## config.mk

```make
export PLATFORM = sky130hd
export DESIGN_NAME = fracn_fb_divider
export DESIGN_NICKNAME = d
export VERILOG_FILES = /design/src/rtl/fracn_pkg.sv /design/src/rtl/fracn_sd_accum.sv /design/src/rtl/fracn_ratio_split.sv /design/src/rtl/fracn_prescaler.sv /design/src/rtl/fracn_fb_divider.sv
export SDC_FILE = /design/constraint.sdc
export NUM_CORES = 1
export LEC_CHECK = 0
export BUFFER_PORTS_ARGS = -buffer_cell sky130_fd_sc_hd__clkbuf_2
export CORE_MARGIN = 4
export CORE_UTILIZATION = 58
export CTS_BUF_LIST = sky130_fd_sc_hd__clkbuf_8 sky130_fd_sc_hd__clkbuf_16
export DETAILED_ROUTE_END_ITERATION = 10
export GPL_TIMING_DRIVEN = 1
export PLACE_DENSITY = 0.78
export SYNTH_ARGS = -nofsm -noshare
export SYNTH_HDL_FRONTEND = slang
export SYNTH_SLANG_ARGS = --single-unit
```

## constraint.sdc

```tcl
create_clock -name clk -period 5.1 [get_ports clk]
set_input_delay 1.02 -clock clk [delete_from_list [all_inputs] [get_ports clk]]
set_output_delay 1.02 -clock clk [all_outputs]
set_load 0.05 [all_outputs]
```

## src/rtl/fracn_pkg.sv

```systemverilog
package fracn_pkg;

    // Feedback-cycle controller states
    typedef enum logic [1:0] {
        FB_LOAD = 2'd0,   // first set-up clock after reset
        FB_FIVE = 2'd1,   // prescaler periods dividing by 5
        FB_FOUR = 2'd2    // prescaler periods dividing by 4
    } fb_state_e;

    localparam int unsigned PRE_LO = 4;   // low prescaler modulus
    localparam int unsigned PRE_HI = 5;   // high prescaler modulus

endpackage

```

## src/rtl/fracn_sd_accum.sv

```systemverilog
// First-order sigma-delta accumulator: chooses N or N+1 for the next cycle.
module fracn_sd_accum #(
    parameter int unsigned NW = 8,
    parameter int unsigned FW = 8
) (
    input  logic          clk,
    input  logic          rst_n,
    input  logic          step,
    input  logic [NW-1:0] div_int,
    input  logic [FW-1:0] div_frac,
    input  logic [FW-1:0] div_mod,
    output logic [NW-1:0] ninst_next
);
    localparam int unsigned SW = FW + 1;

    logic [FW-1:0] acc_q;
    logic [SW-1:0] sum;
    logic          carry;
    logic [SW-1:0] rem;

    always_comb begin
        sum        = {1'b0, acc_q} + {1'b0, div_frac};
        carry      = (sum >= {1'b0, div_mod});
        rem        = sum - {1'b0, div_mod};
        ninst_next = div_int + {{(NW-1){1'b0}}, carry};
    end

    always_ff @(posedge clk or negedge rst_n) begin
        if (!rst_n) begin
            acc_q <= '0;
        end else if (step) begin
            acc_q <= carry ? rem[FW-1:0] : sum[FW-1:0];
        end
    end
endmodule

```

## src/rtl/fracn_ratio_split.sv

```systemverilog
// Splits an instantaneous integer into N1 prescaler periods, N0 of them by 5.
module fracn_ratio_split #(
    parameter int unsigned NW = 8
) (
    input  logic [NW-1:0] ninst,
    output logic [NW-3:0] n1,
    output logic [1:0]    n0
);
    always_comb begin
        n1 = ninst[NW-1:2];
        n0 = ninst[1:0];
    end
endmodule

```

## src/rtl/fracn_prescaler.sv

```systemverilog
// Dual-modulus 4/5 prescaler: reloads on command, ticks on its last count.
module fracn_prescaler (
    input  logic clk,
    input  logic rst_n,
    input  logic reload,
    input  logic reload_five,
    output logic tick
);
    import fracn_pkg::*;

    localparam logic [2:0] TOP_LO = 3'(PRE_LO - 1);
    localparam logic [2:0] TOP_HI = 3'(PRE_HI - 1);

    logic [2:0] cnt_q;

    always_ff @(posedge clk or negedge rst_n) begin
        if (!rst_n) begin
            cnt_q <= '0;
        end else if (reload) begin
            cnt_q <= reload_five ? TOP_HI : TOP_LO;
        end else if (cnt_q != 3'd0) begin
            cnt_q <= cnt_q - 3'd1;
        end
    end

    assign tick = (cnt_q == 3'd0);
endmodule

```

## src/rtl/fracn_fb_divider.sv

```systemverilog
// Fractional-N feedback divider: sigma-delta choice of N/N+1 per cycle,
// each cycle realised as 4*N1 + N0 with a 4/5 prescaler.
module fracn_fb_divider #(
    parameter int unsigned NW = 8,
    parameter int unsigned FW = 8
) (
    input  logic          clk,
    input  logic          rst_n,
    input  logic [NW-1:0] div_int,
    input  logic [FW-1:0] div_frac,
    input  logic [FW-1:0] div_mod,
    output logic          fb_pulse,
    output logic [NW-1:0] cyc_int
);
    import fracn_pkg::*;

    localparam int unsigned N1W = NW - 2;
    localparam logic [N1W-1:0] ONE_P = N1W'(1);

    fb_state_e      state_q, state_d;
    logic [N1W-1:0] per_left_q, per_left_d;
    logic [1:0]     five_left_q, five_left_d;
    logic [NW-1:0]  cyc_q;

    logic           pre_tick;
    logic           reload, reload_five;
    logic           loading;
    logic           last_period;
    logic           wrap;
    logic [NW-1:0]  ninst_next;
    logic [N1W-1:0] n1_new;
    logic [1:0]     n0_new;

    fracn_sd_accum #(.NW(NW), .FW(FW)) u_accum (
        .clk        (clk),
        .rst_n      (rst_n),
        .step       (wrap),
        .div_int    (div_int),
        .div_frac   (div_frac),
        .div_mod    (div_mod),
        .ninst_next (ninst_next)
    );

    fracn_ratio_split #(.NW(NW)) u_split (
        .ninst (ninst_next),
        .n1    (n1_new),
        .n0    (n0_new)
    );

    fracn_prescaler u_pre (
        .clk         (clk),
        .rst_n       (rst_n),
        .reload      (reload),
        .reload_five (reload_five),
        .tick        (pre_tick)
    );

    assign loading     = (state_q == FB_LOAD);
    assign last_period = !loading && pre_tick && (per_left_q == ONE_P);
    assign wrap        = loading || last_period;

    // State register
    always_ff @(posedge clk or negedge rst_n) begin
        if (!rst_n) begin
            state_q     <= FB_LOAD;
            per_left_q  <= '0;
            five_left_q <= '0;
            cyc_q       <= '0;
        end else begin
            state_q     <= state_d;
            per_left_q  <= per_left_d;
            five_left_q <= five_left_d;
            if (wrap) begin
                cyc_q <= ninst_next;
            end
        end
    end

    // Next-state and prescaler control
    always_comb begin
        state_d     = state_q;
        per_left_d  = per_left_q;
        five_left_d = five_left_q;
        reload      = 1'b0;
        reload_five = 1'b0;
        unique case (state_q)
            FB_LOAD: begin                       // start
                per_left_d  = n1_new;
                five_left_d = n0_new;
                reload      = 1'b1;
                reload_five = (n0_new != 2'd0);
                state_d     = (n0_new != 2'd0) ? FB_FIVE : FB_FOUR;
            end
            FB_FIVE: begin
                if (pre_tick) begin
                    reload = 1'b1;
                    if (per_left_q == ONE_P) begin   // wrap
                        per_left_d  = n1_new;
                        five_left_d = n0_new;
                        reload_five = (n0_new != 2'd0);
                        state_d     = (n0_new != 2'd0) ? FB_FIVE : FB_FOUR;
                    end else if (five_left_q == 2'd1) begin  // swap
                        per_left_d  = per_left_q - ONE_P;
                        five_left_d = 2'd0;
                        reload_five = 1'b0;
                        state_d     = FB_FOUR;
                    end else begin                   // step
                        per_left_d  = per_left_q - ONE_P;
                        five_left_d = five_left_q - 2'd1;
                        reload_five = 1'b1;
                    end
                end
            end
            FB_FOUR: begin
                if (pre_tick) begin
                    reload = 1'b1;
                    if (per_left_q == ONE_P) begin   // wrap
                        per_left_d  = n1_new;
                        five_left_d = n0_new;
                        reload_five = (n0_new != 2'd0);
                        state_d     = (n0_new != 2'd0) ? FB_FIVE : FB_FOUR;
                    end else begin                   // step
                        per_left_d  = per_left_q - ONE_P;
                        reload_five = 1'b0;
                    end
                end
            end
            default: begin
                state_d = FB_LOAD;
            end
        endcase
    end

    // Outputs
    always_comb begin
        fb_pulse = last_period;
        cyc_int  = cyc_q;
    end
endmodule

```

# Yosys cells after proc, flatten, opt, wreduce, memory -nomap -nowiden
# Index checks and enable logic that the tools add are counted.
# op_classes
add_sub_neg,6
magnitude_cmp,1
n_eq_ne,9
mux,28
reduce_logical,15
# ops
op,n
$mux 2,11
$mux 6,2
$pmux 2 s3,2
$pmux 6 s2,1
$add 8x8->9,1
$ge 9x8->1,1
$mux 3,3
$add 8x1->8,1
$mux 8,1
$reduce_and 4->1,2
$sub 8x8->8,1
$eq 6x1->1 const B,1
$mux 1,6
$ne 2x2->1 const B,3
$reduce_bool 2->1,3
$reduce_bool 3->1,2
$sub 6x1->6 const B,1
$eq 2x1->1 const B,2
$logic_not 3->1,1
$ne 3x3->1 const B,1
$pmux 1 s3,1
$sub 3x1->3 const B,1
$eq 2x2->1 const B,1
$logic_and 1x1->1,2
other kinds (8),8
# totals
elab_cells,65
ff_bits,29

# Longest topological paths before layout
# Gate-level depths: netlist of run 1.
# logic_depth
depth_word,9
mapped_depth,18
mapped_depth_nobuf,17

# Hierarchy
# Synthesis of run 1 repeated with hierarchy kept, for this count alone.
# hier_totals
cells_unflattened,285
hier_area_um2,2687.6
# by_module_without_submodules
mod,cells_each,seq_area_each_um2,area_per_inst_um2,instances
fracn_sd_accum,151,200.2,1317.5,1
fracn_fb_divider,109,450.4,1119.8,1
fracn_prescaler,17,75.1,190.2,1
fracn_ratio_split,8,0.0,60.1,1

# Worst setup path before layout of run 1
# Ideal clock, no wire load.
# synth_timing
path_type,input port to flip-flop
from,input div_frac[0]
to,register u_pre.cnt_q[2]
path_buffers,1
required_ps,4976
setup_ps,124
stages,18
slack_ps,598
arrival_time_ps,4378
path_cell_list,ha_1 fa_1 a21o_1 a21oi_1 xnor2_1 ha_1 a211oi_1 nor2_1 o31ai_4 and2_1 buf_4 inv_1 ha_1 ha_1 nor2_1 a21o_1 a21oi_2 o21bai_1
# synth_between
elab_chain_len,9
# synth_lines
element,line,text
from (decl),fracn_fb_divider.sv:10,"input logic [FW-1:0] div_frac,"
$add 8x8->9 (*),fracn_sd_accum.sv:22,"sum = {1'b0, acc_q} + {1'b0, div_frac};"
$ge 9x8->1 (*),fracn_sd_accum.sv:23,"carry = (sum >= {1'b0, div_mod});"
$add 8x1->8 (*),fracn_sd_accum.sv:25,"ninst_next = div_int + {{(NW-1){1'b0}}, carry};"
named net n0_new[1],fracn_fb_divider.sv:32,logic [1:0] n0_new;
$reduce_bool 2->1 (*),"fracn_fb_divider.sv:91, fracn_fb_divider.sv:100, fracn_fb_divider.sv:120",
$mux 1 (on tied branches),"fracn_fb_divider.sv:117, fracn_fb_divider.sv:97",
$mux 1 (on tied branches),"fracn_fb_divider.sv:115, fracn_fb_divider.sv:95",
$pmux 1 s3 (*),fracn_fb_divider.sv:86,unique case (state_q)
$mux 3 (*),fracn_prescaler.sv:20,cnt_q <= reload_five ? TOP_HI : TOP_LO;
$mux 3 (*),fracn_prescaler.sv:19,end else if (reload) begin
to (signal assigned),fracn_prescaler.sv:20,
to (signal assigned),fracn_prescaler.sv:22,cnt_q <= cnt_q - 3'd1;
to (decl),fracn_prescaler.sv:14,logic [2:0] cnt_q;
# Mark *: on every way through the listed nets, which the timed path passes. The rest lies on a longest branch.
# A chain may end at the register's enable or synchronous reset.

# Worst setup path in the final report of run 1
# Same ends and word-level chain as after synthesis.

==> impl_results.md, run 1 <==
* Sinks on Clock Net at 29
* CP max stage cell: fa_1
* Yosys Warn Count at 0
* Hold path depth at 2
* Longest Clk Path Bufs at 2
* Rows at 23
* Iteration-0 DRC Markers at 128
* Antenna violations before repair at 0
* Ys async rst share at 1.000
* EDFF count, synth at 0
* FF/Latch Area at 725.7 um^2
* Fin Setup TNS at 0 ps
* Cell Area, Synth at 2536 um^2
* Critical-path maximum fanout at 6
* Worst slew margin at 0.2303
* Layout area overhead at 12.38%
* Overall Global Routing Usage at 0.2342
* Starting density of the core at 0.6163
* Commonest non-fill, non-tap cell in the layout: clkbuf_2
* Post-synthesis sequential area ratio at 0.2861
* Grt ovf at 0
* Worst Path Arrival at around 4500 ps
* Hold WC Path Type: reg -> reg
* Slew Viols, Final at 0
* DRC viols at 0
* ANT cells at 0
* CTS buffer count at 5
* Gpl congestion at approximately 0.91
* Netlist cell types at 58
* H-tree depth at 2
* Worst-path clk slew at around 60 ps
* Gate Count Post-Synth at 281
* TritonCTS clock tree: yes
* Worst r2r src: u_accum.acc_q[0]$_DFFE_PN0P_
* Ys flop type: dfrtp_1
* Largest net degree at the start of global routing at 30
* Peak per-stage delay on the critical path at roughly 450 ps
* Nets at 373
* Most frequent cells in the layout: clkbuf_2 (34), dfrtp_1 (29), ha_1 (27)
* Vias/cell at about 6.0
* Die Width at 74.13 um
* Die Footprint at 5495 um^2
* Crit Path Category: in -> reg
* Layout cells sized above 1 at 0.2044
* Max Cap Viol at 0
* Startpoint types: primary input
* Final core utilization at 0.6926
* Vias at 2218
* Setup repair bufs after CTS at 0
* Mean Syn Cell Area at 9.026 um^2
* Reg2Reg Capture Point: u_pre.cnt_q[2]$_DFFE_PN0P_
* RSZ-0062 raised after global routing: false
* Post_cts resized at 0
* R2R cell count at 17
* Die H at 74.13 um
* HPWL after detailed placement at roughly 4.4 mm
* Final Cycle Share at 0.8421
* Hold_sp: cyc_int[0]$_DFFE_PN0P_
* Core area at 4115 um^2
* Pre-antenna DRT Iters at 4
* Slew @ Worst Pin at about 1100 ps
* Worst skew pair latency at 290 ps
* Port Buf Inserts at 34
* ANT nets after route at 0
* Worst Skew at 5.165 ps
* Area occupied by multi-input gates at 1694 um^2
* Final Hold Fails at 0
* Vias in the first global route at 2131
* Post-synthesis register bit count at 29
* Final min period at 4295 ps
* CP required at 5270 ps
* First-pass GRT wire length at between 9 and 10 mm
* Clock root buffer: clkbuf_8
* Fillers at 340
* Top-Level Pins at 35
* Max Fclk at 232.8 MHz
* Hold path endpoint: cyc_int[0]$_DFFE_PN0P_
* Final setup viols at 0
* WL final at 5.726 mm
* Run status: complete, no violations
* Most used cell, CP: ha_1
* Drt wl/cell at 15.56 um
* Post-synthesis net count at 336
* R2r setup slk at around 1300 ps
* CTS hold repair buffers at 0
* CP cell instances: clkbuf_2 -> ha_1 -> fa_1 -> a21o_1 -> a21oi_1 -> xnor2_1 -> ha_1 -> a211oi_1 -> nor2_1 -> o31ai_4 -> and2_1 -> inv_1 -> ha_1 -> ha_1 -> nor2_1 -> a21o_1 -> a21oi_2 -> o21bai_1
* Worst Setup End Kind: flop
## Yosys cell counts, types with 4 or more instances
| cell type | n | area (um^2) |
|---|---|---|
| mux2i_1 | 6 | 60.06 |
| xor2_1 | 7 | 61.31 |
| o21ai_0 | 15 | 75.07 |
| dfrtp_1 | 29 | 725.7 |
| nor2_1 | 22 | 82.58 |
| ha_1 | 27 | 337.8 |
| xnor2_1 | 7 | 61.31 |
| mux2_2 | 5 | 56.30 |
| a21oi_1 | 20 | 100.1 |
| nor2b_1 | 4 | 25.02 |
| o211ai_1 | 6 | 45.04 |
| a21o_1 | 8 | 60.06 |
| a211oi_1 | 5 | 37.54 |
| nand2_1 | 24 | 90.09 |
| inv_1 | 19 | 71.32 |
| nand3_1 | 7 | 35.03 |
| nand4_1 | 8 | 50.05 |
## metrics by stage
stage | hold slack, ps | std cells | setup slack, ps | instance area (um^2)
after detailed placement | 457.7 | 361 | 532.4 | 2746
after floorplan | 459.6 | 281 | 598.2 | 2536
after global placement | 453.4 | 361 | 612.7 | 2746
after CTS | 471.4 | 368 | 807.9 | 2850
final | 461.8 | 368 | 805.1 | 2850
after global routing | 511.9 | 368 | 502.3 | 2850
## layer usage
metal	vias up	track usage	share of wire
met5	-	0	0
met2	59	0.3563	0.44
li1	1105	-	-
met3	7	0.04730	0.053
met1	1047	0.3384	0.49
met4	0	0.06640	0.012
## how the worst max path moves through the flow
stage | from | end | slack (ps) | cells past startpoint
final | div_frac[0] | u_pre.cnt_q[2]$_DFFE_PN0P_ | 810 | 18
after global routing | div_frac[0] | per_left_q[0]$_DFFE_PN0P_ | 500 | 17
after CTS | div_frac[0] | u_pre.cnt_q[2]$_DFFE_PN0P_ | 810 | 18
after detailed placement | div_frac[0] | u_pre.cnt_q[2]$_DFFE_PN0P_ | 530 | 18
after global placement | div_frac[0] | u_pre.cnt_q[2]$_DFFE_PN0P_ | 610 | 18
after floorplan | div_frac[0] | u_pre.cnt_q[2]$_DFFE_PN0P_ | 600 | 18
## kinds of logic (layout without fill, tap and decap cells)
group	count (synthesis)	in the layout	share of synthesized area
and+or+nand+nor	83	83	0.1653
xor gates and xnor gates	14	14	0.04835
buffers and inverters	26	63	0.04588
AOI/OAI and AO/OA	87	87	0.2506
DFF	29	29	0.2861
muxes	13	13	0.05476
adders and majority gates	29	29	0.1490
## flip-flops by register name, indices dropped and copies added, names as in the netlist
| register | cells |
|---|---|
| state_q | 2 |
| per_left_q | 6 |
| five_left_q | 2 |
| cyc_int | 8 |
| u_pre.cnt_q | 3 |
| u_accum.acc_q | 8 |
## critical path: cells and delay by family
family / cells / cell delay (ps)
AND/OR/NAND/NOR: 3 / 480
adder cells (fa/ha/maj): 5 / 1540
buffers and inverters: 2 / 130
XOR/XNOR: 1 / 160
AO/OA/AOI/OAI: 7 / 1110
## area by class of cell
type	count	share of cell area
repair buffers	37	0.06760
flip-flops and latches	29	0.2546
clock inverters	2	0.01229
multi-input cells	226	0.5944
inverters	19	0.02502
clock buffers	5	0.02414
well taps	50	0.02195
Power of run 1 is not shown: default switching activity piles up to over one toggle a cycle in this logic, so the estimate is an artifact.
==> run 2, diff against run 1 <==
Clock period 5.1 ns to 4.3 ns, I/O delays scaled along.
==> run 2 against run 1 <==
Net effect:
- first-iteration DRC count shrank 38%
- clock-buffer cell count grew 2
- cell area grew 1.7%
- sequential cell count is the same
- critical path depth is the same
- clock skew grew 2.5 ps
==> impl_results.md, run 2 (synthesized netlist as in run 1, its figures left out) <==
* Drt wl/cell at 14.93 um (-4.1%)
* DRC viols at 0 (unchanged)
* Final min period at 4026 ps
* HPWL after detailed placement at 4.435 mm (+0.85%)
* RSZ-0062 raised after global routing: false
* Core area at 4115 um^2 (unchanged)
* Max Cap Viol at 0 (unchanged)
* Grt ovf at 0 (unchanged)
* Worst Setup End Kind: flop
* Overall Global Routing Usage at 0.2283 (-0.005868)
* Worst Path Arrival at 4190 ps (-270 ps)
* Clock root buffer: clkbuf_8
* Setup repair bufs after CTS at 0 (unchanged)
* Layout area overhead at 14.26%
* Layout cells sized above 1 at 0.2291 (+0.02470)
* Vias at 2245 (+1.2%)
* Worst-path clk slew at 60 ps (about the same)
* Worst skew pair latency at 280 ps (about the same)
* Gpl congestion at 0.9339 (+2.6%)
* FF/Latch Area at 725.7 um^2 (unchanged)
* Startpoint types: primary input
* Die Width at 74.13 um (unchanged)
* Post_cts resized at 0 (unchanged)
* Commonest non-fill, non-tap cell in the layout: clkbuf_2
* Top-Level Pins at 35 (unchanged)
* Fillers at 339 (-0.29%)
* Iteration-0 DRC Markers at 80 (-38%)
* CTS buffer count at 5 (unchanged)
* CTS hold repair buffers at 0 (unchanged)
* Rows at 23 (unchanged)
* ANT cells at 0 (unchanged)
* Vias/cell at 6.019 (-0.14%)
* Nets at 377 (+1.1%)
* Hold WC Path Type: reg -> reg
* Final Cycle Share at 0.9364
* ANT nets after route at 0 (unchanged)
* Longest Clk Path Bufs at 2 (unchanged)
* Worst Skew at 7.662 ps (+2.497 ps)
* Slew Viols, Final at 0 (unchanged)
* CP required at 4460 ps (-810 ps)
* Final Hold Fails at 0 (unchanged)
* Slew @ Worst Pin at 745.9 ps (-396.7 ps)
* H-tree depth at 2 (unchanged)
* Vias in the first global route at 2315 (+8.6%)
* Run status: complete, no violations
* Die H at 74.13 um (unchanged)
* Critical-path maximum fanout at 4 (-2)
* First-pass GRT wire length at 9.791 mm (-1.6%)
* Final setup viols at 0 (unchanged)
* Port Buf Inserts at 34 (unchanged)
* Starting density of the core at 0.6163 (unchanged)
* Largest net degree at the start of global routing at 30 (unchanged)
* Sinks on Clock Net at 29 (unchanged)
* Area occupied by multi-input gates at 1714 um^2 (+1.2%)
* Most frequent cells in the layout: clkbuf_2 (34), dfrtp_1 (29), ha_1 (25)
* WL final at 5.568 mm (-2.8%)
* TritonCTS clock tree: yes
* Die Footprint at 5495 um^2 (unchanged)
* Max Fclk at 248.4 MHz
* Antenna violations before repair at 0 (unchanged)
* Pre-antenna DRT Iters at 4 (unchanged)
* Crit Path Category: in -> reg
* Worst slew margin at 0.5028 (+0.2725)
* Final core utilization at 0.7042 (+0.01155)
-- run 2: area by class of cell --
type | instances | area share
clock buffer | 7 | 0.03325
clock inverter | 1 | 0.001727
multi-input combinational | 226 | 0.5915
timing repair buffer | 41 | 0.07686
tap | 50 | 0.02159
inverter | 19 | 0.02461
sequential | 29 | 0.2504
-- run 2: metrics by stage --
step                      setup TNS [ps]  std cells  setup slack, ps  hold slack (ps)  instance area, um^2
after floorplan                        0        281            28.09            459.6                 2556
after global placement                 0        365            83.94            454.7                 2796
after detailed placement          -5.030        365           -5.030            456.7                 2796
after CTS                              0        373            276.9            471.1                 2898
after global routing                   0        373            15.01            514.1                 2898
final                                  0        373            273.6            464.0                 2898
-- run 2: worst max-delay path, cell delays in order --
cell      delay (ps)
clkbuf_2          90
ha_1             250
fa_2             390
a21o_1           170
a21oi_1          170
xnor2_1          170
ha_1             280
a211oi_1         200
nor2_1           110
o31ai_4          250
and2_1           170
inv_1             50
ha_2             200
ha_4             180
nand3_1           80
xor2_1           240
mux2i_1          110
a22o_1           200
-- run 2: per-layer routing --
metal,up-vias,global-route usage,share of wire
met3,18,0.04865,0.049
met1,1049,0.2623,0.43
met4,0,0.1087,0.024
li1,1118,-,-
met2,60,0.4026,0.50
met5,-,0,0
-- run 2: final timing paths --
kind / start / to / slack (ps) / depth (start not counted)
min in group asynchronous: rst_n / u_accum.acc_q[2]$_DFFE_PN0P_ / 630 / 1
max: div_frac[0] / per_left_q[2]$_DFFE_PN0P_ / 270 / 18
min reg2reg: cyc_int[0]$_DFFE_PN0P_ / cyc_int[0]$_DFFE_PN0P_ / 460 / 2
min: cyc_int[0]$_DFFE_PN0P_ / cyc_int[0]$_DFFE_PN0P_ / 460 / 2
max in group asynchronous: rst_n / u_accum.acc_q[6]$_DFFE_PN0P_ / 3190 / 1
max reg2reg: u_accum.acc_q[0]$_DFFE_PN0P_ / per_left_q[2]$_DFFE_PN0P_ / 540 / 17
Power of run 2 is left out for the same reason.
